File: src/rtl/cop_testreg_pkg.sv
package cop_testreg_pkg;

   typedef enum logic [1:0] {
      RATE_FULL = 2'd0,
      RATE_HALF = 2'd1,
      RATE_STOP = 2'd2,
      RATE_SLOW = 2'd3
   } rate_e;

   // Field order is the bit order of the register (MSB first)
   typedef struct packed {
      rate_e      rate;     // 7:6
      logic [1:0] tspd;     // 5:4
      logic       tmr_on;   // 3
      logic       ram_off;  // 2
      logic       ram_wr;   // 1
      logic       tmr_off;  // 0
   } ctl_t;

   localparam logic [7:0] CTL_RESET     = 8'h0A;
   localparam logic [7:0] DISABLED_BYTE = 8'h5A;

endpackage

File: src/rtl/cop_ctl_reg.sv
module cop_ctl_reg
   import cop_testreg_pkg::*;
#(
   parameter int              ADDR_W   = 16,
   parameter logic [ADDR_W-1:0] CTL_ADDR = 16'h00F0
) (
   input  logic              clk,
   input  logic              rst_n,
   input  logic              p_flag,
   input  logic [ADDR_W-1:0] bus_addr,
   input  logic              bus_wr,
   input  logic [7:0]        bus_wdata,
   output ctl_t              ctl_q,
   output logic              rate_restart
);

   logic accept;
   ctl_t wnew;

   assign accept       = bus_wr && !p_flag && (bus_addr == CTL_ADDR);
   assign wnew         = ctl_t'(bus_wdata);
   assign rate_restart = accept && (wnew.rate != ctl_q.rate);

   always_ff @(posedge clk or negedge rst_n) begin
      if (!rst_n)      ctl_q <= ctl_t'(CTL_RESET);
      else if (accept) ctl_q <= wnew;
   end

endmodule

File: src/rtl/cop_clk_throttle.sv
module cop_clk_throttle
   import cop_testreg_pkg::*;
#(
   parameter int HALF_DIV = 2,
   parameter int SLOW_DIV = 10
) (
   input  logic  clk,
   input  logic  rst_n,
   input  rate_e rate,
   input  logic  restart,
   output logic  ce
);

   localparam int MAX_DIV = (SLOW_DIV > HALF_DIV) ? SLOW_DIV : HALF_DIV;
   localparam int CNT_W   = (MAX_DIV > 2) ? $clog2(MAX_DIV) : 1;

   generate
      if (HALF_DIV < 2 || SLOW_DIV < 2) begin : g_bad_div
         $error("cop_clk_throttle: dividers must be at least 2");
      end
   endgenerate

   logic [CNT_W-1:0] cnt;
   logic [CNT_W-1:0] last;
   logic             halted;

   always_comb begin
      unique case (rate)
         RATE_HALF: last = CNT_W'(HALF_DIV - 1);
         RATE_SLOW: last = CNT_W'(SLOW_DIV - 1);
         default:   last = '0;
      endcase
   end

   always_ff @(posedge clk or negedge rst_n) begin
      if (!rst_n)              cnt <= '0;
      else if (restart)        cnt <= '0;
      else if (cnt == last)    cnt <= '0;
      else                     cnt <= cnt + 1'b1;
   end

   // Once the stop code is seen the core never runs again before reset
   always_ff @(posedge clk or negedge rst_n) begin
      if (!rst_n)                  halted <= 1'b0;
      else if (rate == RATE_STOP)  halted <= 1'b1;
   end

   assign ce = !halted && (rate != RATE_STOP) && (cnt == last);

endmodule

File: src/rtl/cop_mem_gate.sv
module cop_mem_gate
   import cop_testreg_pkg::*;
#(
   parameter int                ADDR_W      = 16,
   parameter logic [ADDR_W-1:0] CTL_ADDR    = 16'h00F0,
   parameter logic [ADDR_W-1:0] IO_BASE     = 16'h00F0,
   parameter logic [ADDR_W-1:0] SCR_BASE    = 16'h00F8,
   parameter int                NUM_SCRATCH = 2,
   parameter logic [ADDR_W-1:0] ROM_BASE    = 16'hFFC0
) (
   input  logic              clk,
   input  logic              rst_n,
   input  logic [ADDR_W-1:0] bus_addr,
   input  logic              bus_wr,
   input  logic [7:0]        bus_wdata,
   input  ctl_t              ctl_q,
   input  logic [7:0]        ram_rdata,
   input  logic [7:0]        rom_rdata,
   output logic [7:0]        bus_rdata,
   output logic              ram_we
);

   logic                   in_io, in_rom, is_ctl, scr_any;
   logic [NUM_SCRATCH-1:0] scr_hit;
   logic [7:0]             scr_q [NUM_SCRATCH];

   assign in_io  = (bus_addr[ADDR_W-1:4] == IO_BASE[ADDR_W-1:4]);
   assign in_rom = (bus_addr >= ROM_BASE);
   assign is_ctl = (bus_addr == CTL_ADDR);

   genvar g;
   generate
      for (g = 0; g < NUM_SCRATCH; g++) begin : g_scr
         assign scr_hit[g] = (bus_addr == SCR_BASE + ADDR_W'(g));
         always_ff @(posedge clk or negedge rst_n) begin
            if (!rst_n)                     scr_q[g] <= '0;
            else if (bus_wr && scr_hit[g])  scr_q[g] <= bus_wdata;
         end
      end
   endgenerate

   assign scr_any = |scr_hit;

   always_comb begin
      bus_rdata = '0;
      if (is_ctl) begin
         bus_rdata = ctl_q;
      end else if (scr_any) begin
         for (int i = 0; i < NUM_SCRATCH; i++)
            if (scr_hit[i]) bus_rdata = scr_q[i];
      end else if (in_io) begin
         bus_rdata = '0;
      end else if (in_rom) begin
         bus_rdata = rom_rdata;
      end else if (ctl_q.ram_off) begin
         bus_rdata = DISABLED_BYTE;
      end else begin
         bus_rdata = ram_rdata;
      end
   end

   // RAM lies under the ROM window and behind the scratch registers
   assign ram_we = bus_wr && !ctl_q.ram_off && ctl_q.ram_wr && (!in_io || scr_any);

endmodule

File: src/rtl/cop_testreg_gate.sv
module cop_testreg_gate
   import cop_testreg_pkg::*;
#(
   parameter int                ADDR_W      = 16,
   parameter logic [ADDR_W-1:0] CTL_ADDR    = 16'h00F0,
   parameter logic [ADDR_W-1:0] IO_BASE     = 16'h00F0,
   parameter logic [ADDR_W-1:0] SCR_BASE    = 16'h00F8,
   parameter int                NUM_SCRATCH = 2,
   parameter logic [ADDR_W-1:0] ROM_BASE    = 16'hFFC0,
   parameter int                HALF_DIV    = 2,
   parameter int                SLOW_DIV    = 10
) (
   input  logic              clk,
   input  logic              rst_n,
   input  logic              p_flag,
   input  logic [ADDR_W-1:0] bus_addr,
   input  logic              bus_wr,
   input  logic [7:0]        bus_wdata,
   output logic [7:0]        bus_rdata,
   output logic              core_ce,
   output logic [1:0]        tmr_speed,
   output logic              tmr_on,
   output logic              tmr_off,
   output logic [ADDR_W-1:0] mem_addr,
   output logic              ram_we,
   output logic [7:0]        ram_wdata,
   input  logic [7:0]        ram_rdata,
   input  logic [7:0]        rom_rdata
);

   localparam logic [ADDR_W-1:0] IO_LAST = IO_BASE | ADDR_W'(15);

   generate
      if (ADDR_W < 8) begin : g_bad_w
         $error("cop_testreg_gate: ADDR_W too small");
      end
      if (NUM_SCRATCH < 1 || NUM_SCRATCH > 8) begin : g_bad_scr
         $error("cop_testreg_gate: NUM_SCRATCH out of range");
      end
      if (SCR_BASE < IO_BASE || SCR_BASE + ADDR_W'(NUM_SCRATCH - 1) > IO_LAST) begin : g_bad_scr_loc
         $error("cop_testreg_gate: scratch registers outside I/O page");
      end
      if (CTL_ADDR < IO_BASE || CTL_ADDR > IO_LAST || ROM_BASE <= IO_LAST) begin : g_bad_map
         $error("cop_testreg_gate: address map inconsistent");
      end
   endgenerate

   ctl_t ctl_q;
   logic rate_restart;

   cop_ctl_reg #(.ADDR_W(ADDR_W), .CTL_ADDR(CTL_ADDR)) u_reg (
      .clk          (clk),
      .rst_n        (rst_n),
      .p_flag       (p_flag),
      .bus_addr     (bus_addr),
      .bus_wr       (bus_wr),
      .bus_wdata    (bus_wdata),
      .ctl_q        (ctl_q),
      .rate_restart (rate_restart)
   );

   cop_clk_throttle #(.HALF_DIV(HALF_DIV), .SLOW_DIV(SLOW_DIV)) u_thr (
      .clk     (clk),
      .rst_n   (rst_n),
      .rate    (ctl_q.rate),
      .restart (rate_restart),
      .ce      (core_ce)
   );

   cop_mem_gate #(
      .ADDR_W(ADDR_W), .CTL_ADDR(CTL_ADDR), .IO_BASE(IO_BASE),
      .SCR_BASE(SCR_BASE), .NUM_SCRATCH(NUM_SCRATCH), .ROM_BASE(ROM_BASE)
   ) u_mem (
      .clk       (clk),
      .rst_n     (rst_n),
      .bus_addr  (bus_addr),
      .bus_wr    (bus_wr),
      .bus_wdata (bus_wdata),
      .ctl_q     (ctl_q),
      .ram_rdata (ram_rdata),
      .rom_rdata (rom_rdata),
      .bus_rdata (bus_rdata),
      .ram_we    (ram_we)
   );

   assign tmr_speed = ctl_q.tspd;
   assign tmr_on    = ctl_q.tmr_on;
   assign tmr_off   = ctl_q.tmr_off;
   assign mem_addr  = bus_addr;
   assign ram_wdata = bus_wdata;

endmodule

File: config.mk
export PLATFORM = sky130hd
export DESIGN_NAME = cop_testreg_gate
export DESIGN_NICKNAME = d
export VERILOG_FILES = /design/src/rtl/cop_testreg_pkg.sv /design/src/rtl/cop_ctl_reg.sv /design/src/rtl/cop_clk_throttle.sv /design/src/rtl/cop_mem_gate.sv /design/src/rtl/cop_testreg_gate.sv
export SDC_FILE = /design/constraint.sdc
export NUM_CORES = 1
export LEC_CHECK = 0
export CORE_UTILIZATION = 50
export CTS_BUF_LIST = sky130_fd_sc_hd__clkbuf_8
export CTS_CLUSTER_DIAMETER = 30
export DETAILED_ROUTE_END_ITERATION = 10
export DONT_BUFFER_PORTS = 1
export PLACE_DENSITY_LB_ADDON = 0.25
export RECOVER_POWER = 25
export SYNTH_ARGS = -nofsm -noshare
export SYNTH_HDL_FRONTEND = slang
export SYNTH_SLANG_ARGS = --single-unit
File: constraint.sdc
create_clock -name clk -period 1.8 [get_ports clk]
set_input_delay 0.18 -clock clk [delete_from_list [all_inputs] [get_ports clk]]
set_output_delay 0.18 -clock clk [all_outputs]
set_load 0.1 [all_outputs]
; Yosys cells after proc, flatten, opt, wreduce, memory -nomap -nowiden
; Index checks and enable logic that the tools add are counted.
[op_classes]
addsub = 1
n_eq_ne = 10
muxes = 10
n_reduce_logical = 16
order_cmp = 1
[ops]
columns = operator, n
row1 = $mux 8, 7
row2 = $eq 16x8->1 const B, 3
row3 = $ge 16x16->1 const B, 1
row4 = $eq 12x4->1 const B, 1
row5 = $logic_and 1x1->1, 10
row6 = $mux 4, 2
row7 = $pmux 4 s2, 1
row8 = $add 4x1->4 const B, 1
row9 = $eq 2x2->1 const B, 2
row10 = $eq 4x4->1, 1
row11 = $logic_not 1->1, 4
row12 = $eq 2x1->1 const B, 1
row13 = $ne 2x2->1, 1
row14 = $ne 2x2->1 const B, 1
row15 = $reduce_or 2->1, 1
row16 = $logic_or 1x1->1, 1
[totals]
inputBits = 44
output_inout_bits = 38
regBits = 29
word_cells = 48

; Longest topological paths before layout
; Gate-level depths: netlist of the first run.
[logic_depth]
word_depth = 5
ltp_mapped = 6
ltp_nobuf = 4

; Hierarchy
; From an unflattened synthesis of the first run, not the netlist that was laid out.
[unflattened]
hier_cells = 168
area_unflattened_um2 = 1925.6
[modules_own_cells]
columns = mod, cells_per_inst, seq_area_each_um2, area_each_um2, n_inst
row1 = cop_mem_gate, 96, 400.4, 1117.3, 1
row2 = cop_ctl_reg, 27, 202.7, 386.6, 1
row3 = cop_clk_throttle, 21, 125.1, 241.5, 1
row4 = cop_testreg_gate, 24, 0.0, 180.2, 1

; Worst setup path before layout of the first run
; OpenSTA, ideal clock, no wires.
[synth_path]
path_kind = reg2out
startpoint = reg, netlist name u_reg.ctl_q[7]
endpoint = out core_ce
t_arrival_ns = 3.547
path_stages_with_launch = 4
required_ns = 1.620
n_path_buf = 0
slack_ns = -1.927
path_cell_list = dfrtp_1 xnor2_1 a31oi_1 nor4_1
[synth_between]
elab_chain_cells = 4
elab_cells_between_ends = 7
cone_classes = 4 x eq/ne / 1 x mux / 2 x reduce/logical
[synth_rtl]
columns = element, line
row1 = $eq 2x2->1 or $eq 2x1->1 (tied branches), cop_clk_throttle.sv:28  ; unique case (rate)
row2 = $pmux 4 s2, cop_clk_throttle.sv:28
row3 = $eq 4x4->1, cop_clk_throttle.sv:48  ; assign ce = !halted && (rate != RATE_STOP) && (cnt == last);
row4 = $logic_and 1x1->1 (*), cop_clk_throttle.sv:48
row5 = end: declaration, cop_testreg_gate.sv:20  ; output logic core_ce,
; Every way passes the cells marked *; elsewhere a longest branch is shown, timed or not.

; Final worst setup path of the first run
[layout_path]
startpoint = reg, netlist name u_reg.ctl_q[2]
endpoint = out bus_rdata[1]
[layout_between]
elab_chain_cells = 5
[layout_rtl]
columns = element, line
row1 = $mux 8, cop_mem_gate.sv:55  ; end else if (ctl_q.ram_off) begin
row2 = $mux 8, cop_mem_gate.sv:53  ; end else if (in_rom) begin
row3 = $mux 8, cop_mem_gate.sv:51  ; end else if (in_io) begin
row4 = $mux 8, cop_mem_gate.sv:48  ; end else if (scr_any) begin
row5 = $mux 8, cop_mem_gate.sv:46  ; if (is_ctl) begin
row6 = end: declaration, cop_testreg_gate.sv:19  ; output logic [7:0] bus_rdata,
; No other way between the ends.

==> results of run 1 <==
registers in the layout, summed over array words and instances, names as in the netlist:
signal	flops
u_mem.scr_q	16
u_reg.ctl_q	8
u_thr.cnt	4
u_thr.halted	1
how the worst max path moves through the flow:
stage              startpoint            to  slack, ns
6_report       u_reg.ctl_q[2]  bus_rdata[1]       0.03
3_5_place_dp      bus_addr[9]  bus_rdata[2]       0.07
5_1_grt        u_reg.ctl_q[2]  bus_rdata[1]      -0.07
2_1_floorplan  u_reg.ctl_q[7]       core_ce      -0.08
3_3_place_gp      bus_addr[9]  bus_rdata[7]       0.16
4_1_cts        u_mem.scr_q[0]  bus_rdata[0]       0.01
per-stage QoR:
step	setup WS, ns	setup TNS, ns
final	0.02883	0
after global routing	-0.07000	-0.07904
after CTS	0.01153	0
after detailed placement	0.06769	0
after global placement	0.1559	0
after floorplan	-0.07764	-0.07764
logic make-up after synthesis:
logic type,Yosys count
compound gates,23
xor+xnor,5
fa+ha+maj,1
buf+inv,34
flops,29
mux,32
simple gates,38
what timing repair did:
item	in CTS	in global routing
pin swaps	0	3
hold buffers	2	0
endpoints found under the setup margin	4	6
gates resized for setup	6	5
hold endpoints to repair	29	0
buffers inserted	0	1
layout make-up:
type | count | share of cell area
sequential | 29 | 0.3081
multi-input combinational | 99 | 0.4551
inverter | 2 | 0.003150
clock buffer | 5 | 0.02887
timing repair buffer | 35 | 0.1732
tap | 46 | 0.02415
clock inverter | 3 | 0.007349
where the power goes:
group / leakage, nW / internal [W] / switching [W]
Sequential: 0.396 / 0.000652 / 0.000000293
Combinational: 0.635 / 0.0000839 / 0.000120
Clock: 0.0439 / 0.000266 / 0.000264
Total: 1.07 / 0.00100 / 0.000384
critical path, cell delays in order (launching register included):
cell and delay (ns):
dfrtp_2 0.45, clkbuf_2 0.17, nor3_1 0.35, o22ai_4 0.14, buf_12 0.19
metal layers:
metal,track usage,routed length (µm),part of all wire
met1,0.2923,1683,0.38
met2,0.4307,2404,0.54
met3,0.1004,314,0.070
met4,0.06686,67,0.015
met5,0,0,0
synth_stat cells, types with 2 or more instances:
master    instances  area (µm²)
o41ai_1           4       35.03
buf_4            27       202.7
a31oi_1           5       31.28
xnor2_1           4       35.03
nand2_1           6       22.52
nor4_1            2       12.51
o22ai_1           4       25.02
nand3_1           2       10.01
dfrtp_1          27       675.7
clkbuf_1          3       11.26
inv_1             2       7.510
a22oi_1           4       30.03
mux2_4            8       120.1
dfstp_2           2       52.55
nor3b_4           2       37.54
a221oi_1          4       35.03
mux2_2           24       270.3
or3b_2            4       35.03
nor3_1           11       55.05
nand4_1           2       12.51
==> run_results.csv, run 1 <==
group,metric,value,unit
global_route,grt_usage,0.2525,
synthesis,syn_inst,162,
detailed_routing,viasPerCell,6.082,
synthesis,yosys-mux-area-fraction,0.2112,
placed_design,hpwlAfterDp,3.431,mm
synthesis,synth_compound_area_frac,0.09276,
detailed_routing,drt_iter0_drc,34,
synthesis,synth-adder-area-share,0.006770,
floorplan,num_io_pins,82,
synthesis,ys_ff_latch,29,
finish,multi_input_area,1085,µm²
detailed_routing,drc,0,
finish,drive_gt1_frac,0.6069,
detailed_routing,ant_nets,0,
timing,maxSlewHeadroom,0.5897,
critical_path,rr_worst_depth,4,
finish,synthToLayoutAreaGrowth,28.98,%
critical_path,r2r_end,"u_thr.cnt[3]",
critical_path,crit_required,1.62,ns
power,p_per_area,581.7,nW/µm²
run_status,status,"completed",
min_path,hold_depth,1,
synthesis,synthSimpleGateAreaFrac,0.1435,
finish,fillers,245,
timing,hold_viol,0,
finish,fin_nets,217,
clock_tree,worst_skew_pair.late_latency,0.29,ns
synthesis,synth_ff_type,"dfrtp_1",
detailed_routing,routed_wl,4.469,mm
timing,finalMaxSlewViolations,0,
timing,finalCritPeriodShare,0.9840,
power,leakage,1.075,nW
timing,tightest_slew,0.6075,ns
floorplan,die_w,62.80,µm
critical_path,crit_arrival,1.59,ns
synthesis,syn_nets,207,
finish,postLayoutCellArea,2384,µm²
global_route,grt_pass1_vias,1452,
timing,fin_skew,0.006534,ns
min_path,worstHoldPathType,"primary input to flop",
synthesis,synth_async_sr_flop_share,1.000,
clock_tree,cts_buffers,5,
min_path,min_to,"u_mem.scr_q[2]",
flow_run,drv_cap,0,
floorplan,num_rows,21,
synthesis,synth_edf_count,0,
min_path,hold_start,"bus_wdata[2]",
detailed_routing,drtPass1Iterations,4,
power,peakVddDrop,478.7,µV
timing,setup_viol,0,
critical_path,cp-end-kind,"primary output",
finish,insertedDiodeCount,0,
synthesis,synth_xor_xnor_area_share,0.02370,
critical_path,r2r_start,"u_reg.ctl_q[7]",
clock_tree,cts_root_buf,"clkbuf_8",
floorplan,dieArea,3943,µm²
floorplan,core_area,3442,µm²
finish,mostFrequentLayoutCell,"dfrtp_1",
finish,final_cells,219,
placed_design,place_congestion,0.8340,
synthesis,ys_types,35,
clock_tree,path_clk_slew,0.07,ns
finish,final_cell_mix,"dfrtp_1, mux2_2, buf_4",
critical_path,start_kind,"flop",
critical_path,crit_fanout,6,
global_route,overflow,0,
synthesis,syn_area,1848,µm²
finish,post-route-util,0.6925,
critical_path,rrSetupSlack,0.43,ns
global_route,grt_max_degree,30,
timing,rsz0062_at_grt,"yes",
synthesis,synth_top_family_by_area,"multiplexers",
timing,fin_hold_ws,0.03800,ns
floorplan,initial_core_util,0.5369,
placed_design,placed_area,2208,µm²
global_route,antenna_found_initial,0,
synthesis,ys.warnings.count,0,
floorplan,die_y,62.80,µm
timing,max_freq,564.6,MHz
clock_tree,clockBufferDepth,2,
global_route,grt_pass1_wl,7.472,mm
placed_design,place_inst,208,
clock_tree,clock_sinks,29,
clock_tree,cts_tree,"built",
power,p_total,0.001387,W
timing,period_minus_slack,1.771,ns
placed_design,portBuffers,0,
detailed_routing,wl_per_cell,20.41,µm
synthesis,ys_seq_area_frac,0.3940,
critical_path,path_class,"flop to primary output",
synthesis,avgSynthCellArea,11.41,µm²
detailed_routing,dr_total_vias,1332,
finish,seq_area,734.5,µm²
clock_tree,htreeDepth,2,
No activity file was read; power rests on OpenSTA's default activity.
==> run 2: changes to the inputs <==
- SLEW_MARGIN: not set -> 20
- SYNTH_HIERARCHICAL: not set -> 1
==> run 2 against run 1 <==
Compared with the run above:
- the run now ends with negative setup slack left
- clock power rose by 12%
- count of clock-buffer cells in the layout is 2 higher
- first-iteration DRC count is 2.9% higher
- critical endpoint is now core_ce
- largest power group unchanged
==> run_results.csv, run 2 <==
group,metric,value,unit
critical_path,start_kind,"flop",
clock_tree,clockBufferDepth,2,
placed_design,place_congestion,0.7710,
timing,finalMaxSlewViolations,0,
timing,setup_viol,3,
timing,setup_ws,-0.07640,ns
critical_path,cpLargestDelayFamily,"simple AND/OR/NAND/NOR gates",
synthesis,syn_nets,213,
timing,rsz0062_at_grt,"yes",
floorplan,core_area,3689,µm²
timing,finalCritPeriodShare,1.042,
global_route,grt_pass1_vias,1485,
run_status,status,"finished with violations",
timing,max_freq,532.9,MHz
critical_path,crit_arrival,1.70,ns
placed_design,place_inst,209,
power,switchingPower,0.0003581,W
floorplan,num_io_pins,82,
critical_path,crit_slowest_cell,"or4_4",
clock_tree,path_clk_slew,0.06,ns
power,power.internal,0.001074,W
detailed_routing,ant_nets,0,
power,switching_share,0.2501,
finish,drive_gt1_frac,0.5754,
synthesis,synth_top_area_share,0.3509,
global_route,antenna_found_initial,0,
synthesis,syn_inst,168,
detailed_routing,wl_per_cell,19.78,µm
finish,largestRegisters,"u_mem/scr_q x16, u_reg/ctl_q x8, u_thr/cnt x4",
critical_path,cp-end-kind,"primary output",
critical_path,path_class,"flop to primary output",
power,pwr-share-seq,0.456,
global_route,grt_max_degree,30,
detailed_routing,drtPass1Iterations,4,
timing,tightest_slew,0.3656,ns
timing,maxSlewHeadroom,0.7563,
power,pwr-share-clk,0.414,
synthesis,yosysMostFrequentCell,"dfrtp_1",
synthesis,synth_async_sr_flop_share,1.000,
detailed_routing,routed_wl,4.491,mm
clock_tree,cts_buffers,5,
finish,largest_register_ffs,16,
synthesis,avgSynthCellArea,11.46,µm²
power,p_per_area,601.0,nW/µm²
detailed_routing,viasPerCell,6.075,
critical_path,slowest_delay,0.55,ns
clock_tree,worst_skew_pair.late_latency,0.29,ns
power,leakage,1.077,nW
synthesis,ys_types,44,
placed_design,portBuffers,0,
synthesis,yosysTopAreaCell,"dfrtp_1",
synthesis,ys.warnings.count,6,
finish,final_cells,227,
timing,hold_viol,0,
finish,synthToLayoutAreaGrowth,23.72,%
floorplan,initial_core_util,0.5220,
finish,fillers,301,
critical_path,crit_fanout,2,
clock_tree,htreeDepth,2,
placed_design,hpwlAfterDp,3.214,mm
clock_tree,cts_root_buf,"clkbuf_8",
detailed_routing,dr_total_vias,1379,
synthesis,synth_area_leaders,"dfrtp_1, mux2_2, buf_4",
finish,mostFrequentLayoutCell,"dfrtp_1",
floorplan,num_rows,22,
finish,fin_nets,223,
synthesis,synth_ff_type,"dfrtp_1",
clock_tree,clock_sinks,29,
global_route,grt_usage,0.2399,
finish,top_register,"u_mem/scr_q",
floorplan,die_y,64.06,µm
finish,final_cell_mix,"dfrtp_1, buf_4, mux2_2",
min_path,worstHoldPathType,"primary input to flop",
synthesis,synth_common_cells,"dfrtp_1, buf_4, mux2_2",
detailed_routing,drc,0,
finish,post-route-util,0.6459,
timing,fin_skew,0.004001,ns
critical_path,cp.buffers_inverters,0,
global_route,overflow,0,
clock_tree,cts_tree,"built",
synthesis,syn_area,1926,µm²
critical_path,crit_chain,"or4_4, o22ai_4, and2_4",
synthesis,ys_seq_area_frac,0.3782,
detailed_routing,drt_iter0_drc,35,
critical_path,crit_required,1.62,ns
global_route,grt_pass1_wl,7.155,mm
floorplan,dieArea,4103,µm²
timing,setup_tns,-0.1351,ns
finish,insertedDiodeCount,0,
timing,period_minus_slack,1.876,ns
flow_run,drv_cap,0,
synthesis,synth_edf_count,0,
power,comb_power_share,0.130,
synthesis,ys_ff_latch,29,
power,peakVddDrop,633.5,µV
floorplan,die_w,64.06,µm
run_status,violations,"negative setup slack",
run 2: per-layer routing:
layer  track usage  share of wire  vias to the layer above
li1              -              -                      626
met5             0              0                        -
met1        0.2687           0.40                      703
met2        0.4043           0.52                       44
met3       0.09643          0.062                        6
met4       0.09375          0.016                        0
run 2: cell type report:
cell class                      instances  area, µm²  area share
Multi-Input combinational cell        105       1090      0.4575
Sequential cell                        29      729.5      0.3062
Timing Repair Buffer                   35      394.1      0.1654
Clock buffer                            7      96.34     0.04044
Tap cell                               48      60.06     0.02521
Inverter                                2      7.507    0.003151
Clock inverter                          1      5.005    0.002101
run 2: worst register-to-register path: stages (launching register included):
cell	delay (ns)
dfrtp_1	0.39
buf_4	0.14
buf_4	0.15
nand4bb_1	0.17
o22ai_4	0.09
buf_4	0.14
buf_4	0.13
nor3b_1	0.20
run 2: final timing paths:
kind / from / end / slack [ns] / cells past startpoint
max reg2reg: u_reg/ctl_q[6] / u_thr/cnt[1] / 0.31 / 7
min in group asynchronous: rst_n / u_reg/ctl_q[5] / 0.32 / 2
min reg2reg: u_thr/halted / u_thr/halted / 0.46 / 2
max in group asynchronous: rst_n / u_reg/ctl_q[1] / 1.24 / 2
min: bus_wdata[2] / u_mem/scr_q[10] / 0.03 / 1
max: u_reg/ctl_q[6] / core_ce / -0.08 / 3
run 2: cells by family after synthesis:
| group | share of synthesized area |
|---|---|
| buffers and inverters | 0.1235 |
| DFF | 0.3782 |
| adders and majority gates | 0.006497 |
| AOI/OAI and AO/OA | 0.07278 |
| and+or+nand+nor | 0.1728 |
| muxes | 0.2235 |
| xor gates and xnor gates | 0.02275 |
run 2: through the flow:
stage               setup slack, ns  hold slack, ns  area [µm²]  total power [W]
global placement            0.02387         -0.1147        2140        0.0008251
global route                -0.1210         0.02435        2382         0.001492
finish                     -0.07640         0.03381        2382         0.001432
CTS                        -0.07036         0.03042        2352         0.001442
floorplan                   -0.2371         -0.1156        2019         0.001034
detailed placement         -0.02128         -0.1146        2140        0.0008269
run 2: what timing repair did:
action                                  CTS  global route
resized for setup                         8             5
buffers inserted                          7             1
pin swaps                                 9             3
endpoints found under the setup margin    8             8
hold endpoints to repair                 29             0
hold buffers                              2             0
run 2: power by group through the flow:
stage	Sequential [W]	Clock (W)	Combinational, W
5_1_grt	0.000652	0.000646	0.000194
2_1_floorplan	0.000665	0	0.000369
4_1_cts	0.000653	0.000604	0.000185
3_5_place_dp	0.000665	0	0.000162
6_report	0.000653	0.000593	0.000186
3_3_place_gp	0.000665	0	0.000160
==> run 3: changes to the inputs <==
- ABC_AREA: not set -> 1
==> run 3 against run 2 <==
Compared with the run above:
- the flow now finishes without violations
- routed wire length grew 14%
- critical path depth rose by 2
- worst setup slack improved by 0.23 ns
- synthesized cell count up 90%
- core utilization shrank 6.7 points
- first-iteration DRC count increased to 3.1 times the previous value
- combinational power rose by 20%
- power decreased by 1.9%
- via count is 44% higher
- cell count up 63%
- cell area rose by 5.0%
==> run_results.csv, run 3 <==
group,metric,value,unit
timing,period_minus_slack,1.651,ns
synthesis,synth_top_area_share,0.3007,
power,leakage,1.398,nW
timing,setup_ws,0.1487,ns
critical_path,cpLargestDelayFamily,"flip-flops",
finish,final_cell_mix,"nand2_1, nand3_1, inv_1, dfrtp_1, nor2_1",
synthesis,syn_inst,319,
detailed_routing,routed_wl,5.117,mm
synthesis,synth_common_cells,"nand2_1, nand3_1, dfrtp_1, inv_1, buf_4",
critical_path,path_class,"flop to primary output",
detailed_routing,ant_nets,0,
synthesis,yosysTopAreaCell,"dfrtp_1",
timing,tightest_slew,0.3686,ns
placed_design,pre_cts_ws,0.2392,ns
floorplan,die_w,69.04,µm
detailed_routing,dr_total_vias,1982,
finish,drive_gt1_frac,0.2069,
timing,hold_viol,0,
global_route,grt_max_degree,30,
power,peakVddDrop,444.1,µV
floorplan,num_io_pins,82,
floorplan,initial_core_util,0.5197,
timing,finalCritPeriodShare,0.9174,
detailed_routing,drt_iter0_drc,108,
detailed_routing,drc,0,
synthesis,ys.warnings.count,6,
clock_tree,worst_skew_pair.late_latency,0.28,ns
critical_path,start_kind,"flop",
timing,finalMaxSlewViolations,0,
timing,rsz0062_at_grt,"no",
timing,max_freq,605.6,MHz
clock_tree,cts_root_buf,"clkbuf_8",
synthesis,syn_nets,364,
min_path,worstHoldPathType,"primary input to flop",
critical_path,slowest_delay,0.46,ns
finish,synthToLayoutAreaGrowth,11.36,%
floorplan,dieArea,4767,µm²
detailed_routing,viasPerCell,5.342,
placed_design,place_congestion,0.7751,
clock_tree,htreeDepth,2,
clock_tree,hold_buffers,3,
critical_path,crit_arrival,1.47,ns
timing,fin_skew,0.001846,ns
global_route,grt_usage,0.2223,
timing,setup_viol,0,
placed_design,hpwlAfterDp,3.951,mm
clock_tree,cts_buffers,5,
detailed_routing,drtPass1Iterations,4,
placed_design,portBuffers,0,
global_route,grt_pass1_vias,1845,
finish,final_cells,371,
critical_path,cp.buffers_inverters,2,
finish,fin_nets,363,
clock_tree,clockBufferDepth,2,
critical_path,crit_fanout,7,
floorplan,num_rows,24,
placed_design,place_inst,360,
critical_path,crit_chain,"inv_1, nand2_1, nand2_1, nor3_4, buf_4",
timing,setup_tns,0,ns
global_route,grt_pass1_wl,8.424,mm
clock_tree,cts_tree,"built",
floorplan,core_area,4324,µm²
critical_path,cp-end-kind,"primary output",
synthesis,yosysMostFrequentCell,"nand2_1",
synthesis,ys_seq_area_frac,0.3241,
clock_tree,path_clk_slew,0.07,ns
finish,insertedDiodeCount,0,
flow_run,drv_cap,0,
detailed_routing,wl_per_cell,13.79,µm
global_route,antenna_found_initial,0,
critical_path,crit_required,1.62,ns
synthesis,synth_async_sr_flop_share,1.000,
synthesis,synth_ff_type,"dfrtp_1",
clock_tree,post_cts_buffers,0,
power,p_per_area,561.2,nW/µm²
finish,mostFrequentLayoutCell,"nand2_1",
finish,top_register,"u_mem/scr_q",
synthesis,ys_ff_latch,29,
clock_tree,post_cts_resized,0,
synthesis,synth_area_leaders,"dfrtp_1, nand2_1, nand3_1",
synthesis,synth_edf_count,0,
synthesis,ys_types,26,
floorplan,die_y,69.04,µm
critical_path,crit_slowest_cell,"dfrtp_1",
run_status,status,"completed",
finish,largest_register_ffs,16,
synthesis,avgSynthCellArea,7.044,µm²
global_route,overflow,0,
finish,largestRegisters,"u_mem/scr_q x16, u_reg/ctl_q x8, u_thr/cnt x4",
timing,maxSlewHeadroom,0.7543,
synthesis,syn_area,2247,µm²
clock_tree,clock_sinks,29,
critical_path,crit_path_frequent_cell,"nand2_1",
==> run 3: cell count changes after synthesis, sizes merged, moves of 5 or more <==
cell   delta
nor4      -5
mux2     -32
inv      +29
nand4    +14
nand2   +102
a22oi     -5
o21ai    +12
nor2     +37
nand3    +44
==> run 3: layout make-up <==
| cell class | count | area [µm²] |
|---|---|---|
| well taps | 52 | 65.06 |
| flip-flops and latches | 29 | 728.2 |
| repair buffers | 21 | 287.8 |
| multi-input cells | 230 | 1219 |
| clock inverters | 3 | 17.52 |
| inverters | 31 | 116.4 |
| clock buffers | 5 | 68.82 |
| fillers | 436 | 1822 |
==> run 3: path summary, 6_finish.rpt <==
path,to,cells past startpoint,slack [ns],from
max reg2reg,u_thr/cnt[3],5,0.71,u_reg/ctl_q[7]
min,u_mem/scr_q[1],2,0.006,bus_wdata[1]
max,core_ce,5,0.15,u_reg/ctl_q[6]
max in group asynchronous,u_reg/ctl_q[1],2,1.24,rst_n
min in group asynchronous,u_reg/ctl_q[5],2,0.33,rst_n
min reg2reg,u_reg/ctl_q[1],2,0.48,u_reg/ctl_q[1]
==> run 3: per-stage QoR <==
stage / power [W] / util / hold WS, ns / cell area (µm²)
global route: 0.001464 / 0.5787 / 0.005403 / 2502
global placement: 0.0008680 / 0.5495 / -0.1150 / 2376
finish: 0.001404 / 0.5787 / 0.006251 / 2502
floorplan: 0.001063 / - / -0.1156 / 2278
CTS: 0.001418 / 0.5787 / 0.003607 / 2502
detailed placement: 0.0008684 / 0.5495 / -0.1142 / 2376
==> run 3: cell families after synthesis <==
logic type               Yosys count  synth area share
flip-flops                        29            0.3241
AND/OR/NAND/NOR                  210            0.4755
adder cells (fa/ha/maj)            1          0.005567
XOR/XNOR                           2          0.007797
buffers and inverters             60            0.1475
AO/OA/AOI/OAI                     17           0.03953
==> run 3: where the power goes <==
group / total [W] / internal, W / switching [W]
registers: 0.000653 / 0.000652 / 0.000000293
logic: 0.000224 / 0.0000733 / 0.000151
clock network: 0.000527 / 0.000266 / 0.000261
==> run 3: per-layer routing <==
layer  part of all wire  track usage
met5                  0            0
met4              0.014      0.08163
met3              0.047      0.05117
met2               0.51       0.3937
met1               0.43       0.2601
